File: src/rtl/clip_pkg.sv
package clip_pkg;

    localparam int NUM_CH = 2;
    localparam int CH_L   = 0;
    localparam int CH_R   = 1;

    typedef struct packed {
        logic hit;   // comparator result in this cycle (strobe qualified)
        logic hold;  // stretch counter still running
    } chan_stat_t;

    function automatic logic stat_flag(chan_stat_t s);
        return s.hit | s.hold;
    endfunction

endpackage

File: src/rtl/clip_detect.sv
module clip_detect #(
    parameter int W = 20
) (
    input  logic                vld,
    input  logic signed [W-1:0] sample,
    input  logic signed [W-1:0] lim_hi,
    input  logic signed [W-1:0] lim_lo,
    output logic                hit
);
    logic above;
    logic below;

    always_comb begin
        above = (sample > lim_hi);
        below = (sample < lim_lo);
        hit   = vld & (above | below);
    end

endmodule

File: src/rtl/clip_stretch.sv
module clip_stretch #(
    parameter int HOLD = 4096
) (
    input  logic clk,
    input  logic rst,
    input  logic vld,
    input  logic hit,
    output logic hold
);
    localparam int CW = $clog2(HOLD + 1);
    localparam logic [CW-1:0] FULL = CW'(HOLD);

    logic [CW-1:0] cnt_q;

    always_ff @(posedge clk) begin
        if (rst) begin
            cnt_q <= '0;
        end else if (vld) begin
            if (hit)
                cnt_q <= FULL;
            else if (cnt_q != '0)
                cnt_q <= cnt_q - CW'(1);
        end
    end

    assign hold = (cnt_q != '0);

    AST_IDLE_FREEZE: assert property (@(posedge clk) disable iff (rst)
        !vld |=> $stable(cnt_q));
    AST_RELOAD_FULL: assert property (@(posedge clk) disable iff (rst)
        (vld && hit) |=> (cnt_q == FULL));
    AST_DECAY_ONE: assert property (@(posedge clk) disable iff (rst)
        (vld && !hit && cnt_q != '0) |=> (cnt_q == $past(cnt_q) - CW'(1)));
    AST_CNT_BOUND: assert property (@(posedge clk) disable iff (rst)
        cnt_q <= FULL);

endmodule

File: src/rtl/clip_flag_stretcher.sv
module clip_flag_stretcher
    import clip_pkg::*;
#(
    parameter int W    = 20,
    parameter int HOLD = 4096
) (
    input  logic                clk,
    input  logic                rst,
    input  logic                smp_vld,
    input  logic signed [W-1:0] smp_left,
    input  logic signed [W-1:0] smp_right,
    input  logic signed [W-1:0] thr_pos,
    input  logic signed [W-1:0] thr_neg,
    output logic                flag_left,
    output logic                flag_right
);
    logic signed [W-1:0] smp_arr [NUM_CH];
    chan_stat_t          stat    [NUM_CH];
    logic [NUM_CH-1:0]   flag_vec;

    assign smp_arr[CH_L] = smp_left;
    assign smp_arr[CH_R] = smp_right;

    for (genvar ch = 0; ch < NUM_CH; ch++) begin : g_ch
        logic hit_c;
        logic hold_c;

        clip_detect #(.W(W)) u_det (
            .vld    (smp_vld),
            .sample (smp_arr[ch]),
            .lim_hi (thr_pos),
            .lim_lo (thr_neg),
            .hit    (hit_c)
        );

        clip_stretch #(.HOLD(HOLD)) u_str (
            .clk  (clk),
            .rst  (rst),
            .vld  (smp_vld),
            .hit  (hit_c),
            .hold (hold_c)
        );

        assign stat[ch]     = '{hit: hit_c, hold: hold_c};
        assign flag_vec[ch] = stat_flag(stat[ch]);

        AST_FLAG_ON_HIT: assert property (@(posedge clk) disable iff (rst)
            hit_c |-> flag_vec[ch]);
        AST_HIT_NEEDS_STROBE: assert property (@(posedge clk) disable iff (rst)
            hit_c |-> smp_vld);
    end

    assign flag_left  = flag_vec[CH_L];
    assign flag_right = flag_vec[CH_R];

endmodule

File: config.mk
export PLATFORM = sky130hd
export DESIGN_NAME = clip_flag_stretcher
export DESIGN_NICKNAME = d
export VERILOG_FILES = /design/src/rtl/clip_pkg.sv /design/src/rtl/clip_detect.sv /design/src/rtl/clip_stretch.sv /design/src/rtl/clip_flag_stretcher.sv
export SDC_FILE = /design/constraint.sdc
export NUM_CORES = 1
export LEC_CHECK = 0
export BUFFER_PORTS_ARGS = -buffer_cell sky130_fd_sc_hd__clkbuf_2
export CELL_PAD_IN_SITES_DETAIL_PLACEMENT = 1
export CELL_PAD_IN_SITES_GLOBAL_PLACEMENT = 2
export CORE_AREA = 2 2 93 131
export DETAILED_ROUTE_END_ITERATION = 7
export DIE_AREA = 0 0 95 133
export PLACE_DENSITY = 0.92
export SYNTH_ARGS = -nofsm -noshare
export SYNTH_HDL_FRONTEND = slang
export SYNTH_HIERARCHICAL = 1
export SYNTH_SLANG_ARGS = --single-unit
export TNS_END_PERCENT = 1
File: constraint.sdc
create_clock -name clk -period 3 [get_ports clk]
set_input_delay 0.3 -clock clk [delete_from_list [all_inputs] [get_ports clk]]
set_output_delay 0.3 -clock clk [all_outputs]
set_load 0.03 [all_outputs]
== After elaboration in Yosys (flattened, before gate mapping) ==
Cells that the tools add are included.
Operators by class
  add/sub/neg operators: 2
  magnitude comparators: 4
  multiplexer cells: 4
  bitwise logic cells: 6
  reduce and logical (&&, ||, !) cells: 6
Operators with widths (number)
  13-bit 2-to-1 mux: 4
  20-bit > comparator: 2
  20-bit less-than comparator: 2
  13-bit nonzero test: 2
  13-bit by 1-bit subtractor with 13-bit output (second input constant): 2
  1-bit bitwise OR: 4
  2-bit AND reduction: 2
  2-bit nonzero test: 2
  1-bit bitwise AND: 2
Storage, ports and cells
  flip-flop bits (word level): 26
  input port bits: 83
  output and inout port bits: 2
  word-level logic and storage cells: 24

== Depth between registers and ports, before layout ==
  depth in word-level cells: 5
  gate-level depth with buffers: 12
  depth with buffers taken out: 12

== Cells and area by module ==
The synthesis kept the hierarchy.
By module, submodules not included
  clip_stretch: times used 2, cells each 80, area each 713.2 um2
  clip_detect at g_ch[1].u_det: times used 1, cells each 141, area each 1018.5 um2
  clip_detect at g_ch[0].u_det: times used 1, cells each 140, area each 1016.0 um2
  clip_flag_stretcher: times used 1, cells each 2, area each 12.5 um2

== Worst setup path before layout ==
OpenSTA, ideal clock, no wires.
  kind: in2reg
  start: in thr_pos[7]
  end: reg g_ch[0].u_str.cnt_q[9]
  setup time: 134 ps
  arrival: 2536 ps
  data required time: 2866 ps
  slack: 329 ps
  stages: 12
  cell sequence: inv_1 -> ha_1 -> a21oi_2 -> o21ai_1 -> a221o_1 -> a2111oi_2 -> nor2_1 -> a221o_1 -> nor4_2 -> buf_4 -> or2_2 -> o31ai_1
On the way
  cells in the longest elaborated chain, start to end: 5
  elaborated cells on any way between the ends: 6
RTL lines
  from (decl): RTL line clip_flag_stretcher.sv:12  | input logic signed [W-1:0] thr_pos,
  20-bit > comparator (*): RTL line clip_detect.sv:14  | above = (sample > lim_hi);
  1-bit bitwise OR (*): RTL line clip_detect.sv:16  | hit = vld & (above | below);
  1-bit bitwise AND (*): RTL line clip_detect.sv:16
  net g_ch[0].hit_c: RTL line clip_flag_stretcher.sv:25  | logic hit_c;
  2-bit nonzero test (no source line)
  2-bit AND reduction (no source line)
  to (signal assigned): RTL line clip_stretch.sv:22  | cnt_q <= cnt_q - CW'(1);
  to (decl): RTL line clip_stretch.sv:13  | logic [CW-1:0] cnt_q;
Mark *: on every way through the listed nets, which the timed path passes. The rest lies on a longest branch.
A chain may end at the register's enable or synchronous reset.

== Final worst setup path ==
  start: in thr_pos[7]
  end: out flag_left
On the way
  cells in the longest elaborated chain, start to end: 4
RTL lines
  20-bit > comparator: RTL line clip_detect.sv:14
  1-bit bitwise OR: RTL line clip_detect.sv:16
  1-bit bitwise AND: RTL line clip_detect.sv:16
  net g_ch[0].hit_c: RTL line clip_flag_stretcher.sv:25
  1-bit bitwise OR: RTL line clip_pkg.sv:13  | return s.hit | s.hold;
  to (decl): RTL line clip_flag_stretcher.sv:14  | output logic flag_left,
The timed path passes the listed nets, and every way through them passes these cells.

==> run_results.csv <==
group,metric,value,unit
hold_path,min_path_cells,2,
critical_path,regToRegStartpoint,"g_ch[0].u_str/cnt_q[4]",
global_route,grt_pass1_wl,17.5,mm
floorplan,core_area,11600,um2
clock_network,clk_latency,0.26,ns
critical_path,worstPathArrival,2.59,ns
floorplan,die_h,133,um
route,drtIter0Drc,106,
global_route,antenna_found_initial,0,
timing,max_slew_margin,67.9,%
hold_path,min_path_type,"input port to register",
place,hpwl,9.28,mm
clock_network,cts-root-buf,"clkbuf_16",
floorplan,start_util,30.0,%
yosys,ys_seq_area_share,15.0,%
clock_network,clkTransAtPathRegs,0.07,ns
yosys,synth-edff-count,0,
yosys,synthFlopType,"dfxtp_1",
yosys,synth_area,3470,um2
route,wire_per_inst,15.4,um
power,max-vdd-ir-drop,0.261,mV
yosys,yosysTopAreaCellShare,29.5,%
finish,drive_above_1_share,25.4,%
floorplan,rows,47,
critical_path,worstSetupPathType,"input port to output pin",
finish,largestRegisters,"g_ch.u_str/cnt_q (26)",
clock_network,cts_tree,"built",
timing,period_share,96.4,%
finish,diodes,0,
power,clockPowerShare,13.9,%
clock_network,htreeDepth,1,
critical_path,crit_path_end_kind,"output pin",
power,p_leak,2.25,nW
finish,area_growth,24.6,%
hold_path,min_from,"rst",
yosys,synth_top_area_cell,"ha_1",
critical_path,worstPathRequired,2.70,ns
power,switching_power,1.06,mW
timing,slew_violations,0,
route,totalWireLength,10.6,mm
floorplan,dieWidth,95,um
power,power_frac_comb,60.4,%
power,intPower,1.32,mW
yosys,ys_warn_count,6,
global_route,track_usage,17.0,%
hold_path,whs_endpoint,"g_ch[0].u_str/cnt_q[12]",
critical_path,r2r_cells,4,
place,place_ws,-0.130,ns
floorplan,die_area,12600,um2
clock_network,clockBufferDepth,2,
global_route,grt_max_degree,21,
route,drc,0,
yosys,syn_nets,608,
floorplan,ios,85,
finish,final_cell_mix,"inv_1, clkbuf_2, ha_1",
clock_network,numCtsBuffers,3,
clock_network,clkSinkCount,26,
route,via_count,3573,
outcome,status,"finished clean",
timing,skew,0.00146,ns
timing,setup_ws,0.107,ns
yosys,synth_area_leaders,"ha_1, dfxtp_1, inv_1",
timing,worstMarginPinSlew,0.478,ns
route,drt_first_pass_iters,4,
critical_path,r2r-end,"g_ch[0].u_str/cnt_q[10]",
yosys,synth.avg_cell_area,7.84,um2
timing,finalHoldViolCount,0,
timing,final.setup.tns,0,ns
finish,nNetsFinal,705,
timing,fmax,0.346,GHz
finish,largest_reg_flops,26,
yosys,synthDistinctLibCells,47,
finish,regMostFlops,"g_ch.u_str/cnt_q",
finish,final_common_cell,"inv_1",
power,power_density,550,nW/um2
critical_path,ff2ff_setup_slack,1.24,ns
flow_run,maxCapViolations,0,
global_route,grt_pass1_vias,3898,
route,viasPerCell,5.21,
place,numPortBuffers,84,
yosys,ys_ff_latch,26,
critical_path,cp-start-kind,"input port",
yosys,ys_async_sr_fraction,0,%
timing,setup_viol,0,
timing,fin_crit,2.89,ns
power,pwr-share-seq,25.8,%
global_route,grt_overflow,0,
power,swShare,44.7,%
critical_path,path_max_fanout,5,
route,antenna_left,0,
place,place.gp.congestion,0.828,
yosys,synthCells,443,
## Yosys cell counts, drive strengths merged, types with 4 or more instances
| cell | count |
|---|---|
| a2111o | 4 |
| a211o | 6 |
| a211oi | 4 |
| a21o | 4 |
| a21oi | 43 |
| a221o | 4 |
| a41oi | 4 |
| dfxtp | 26 |
| ha | 82 |
| inv | 90 |
| mux2i | 4 |
| nand2 | 29 |
| nand2b | 8 |
| nand3 | 12 |
| nand4 | 18 |
| nor2 | 18 |
| nor3b | 4 |
| nor4 | 10 |
| o211ai | 5 |
| o21ai | 17 |
| o311ai | 4 |
| o31ai | 6 |
| or2 | 8 |
| or4 | 6 |
## worst max-delay path by stage
stage,from,end
2_1_floorplan,thr_pos[7],g_ch[0].u_str/cnt_q[9]
3_3_place_gp,thr_neg[19],g_ch[1].u_str/cnt_q[0]
3_5_place_dp,thr_neg[19],g_ch[1].u_str/cnt_q[0]
4_1_cts,thr_neg[19],flag_right
5_1_grt,thr_pos[7],flag_left
6_report,thr_pos[7],flag_left
## routing by layer
layer | wire (um) | GRT usage [%] | part of all wire (%) | vias to the layer above
met4 | 137 | 3.22 | 1.3 | 0
met3 | 445 | 2.51 | 4.2 | 12
li1 | - | - | - | 1791
met1 | 4220 | 19.1 | 40 | 1701
met2 | 5770 | 33.0 | 55 | 69
met5 | 0 | 0 | 0 | -
## logic make-up after synthesis
family,Yosys count,synth area share [%]
fa+ha+maj,82,29.5
xor+xnor,2,0.504
buf+inv,92,10.2
mux,4,1.15
flops,26,15.0
compound gates,114,22.8
simple gates,123,20.9
## worst max-delay path: stages
cell and delay (ns):
clkbuf_2 0.10, inv_1 0.04, ha_1 0.31, a21oi_2 0.14, o21ai_1 0.08, a221o_1 0.38, a2111oi_2 0.36, nor2_1 0.09
a221o_1 0.35, or2_1 0.26, buf_2 0.19
## through the flow
stage / hold slack (ns) / util (%) / cell area [um2] / cells / power, mW
after CTS: 0.346 / 36.4 / 4220 / 684 / 2.36
after detailed placement: 0.475 / 35.6 / 4120 / 680 / 2.02
final: 0.337 / 37.3 / 4330 / 686 / 2.38
after floorplan: 0.403 / - / 3470 / 443 / 1.61
after global routing: 0.368 / 37.3 / 4330 / 686 / 2.60
after global placement: 0.455 / 35.6 / 4120 / 680 / 1.94
## timing repair
item / in CTS / in global routing
pin swaps: 0 / 12
setup endpoints to repair: 1 / 4
gates resized for setup: 1 / 13
hold buffers: 0 / 0
buffers inserted: 0 / 2
## power groups by stage
stage / sequential [mW] / clock, mW / combinational [mW]
after global routing: 0.637 / 0.352 / 1.61
after global placement: 0.610 / 0 / 1.33
after floorplan: 0.580 / 0 / 1.03
after CTS: 0.614 / 0.337 / 1.41
after detailed placement: 0.624 / 0 / 1.40
final: 0.613 / 0.330 / 1.44
## area by class of cell
class	count	area [um2]
Clock buffer	4	88.8
Fill cell	1454	7260
Inverter	90	338
Multi-Input combinational cell	325	2690
Sequential cell	26	520
Tap cell	147	184
Timing Repair Buffer	94	502
Power figures use the tool's default switching activity.
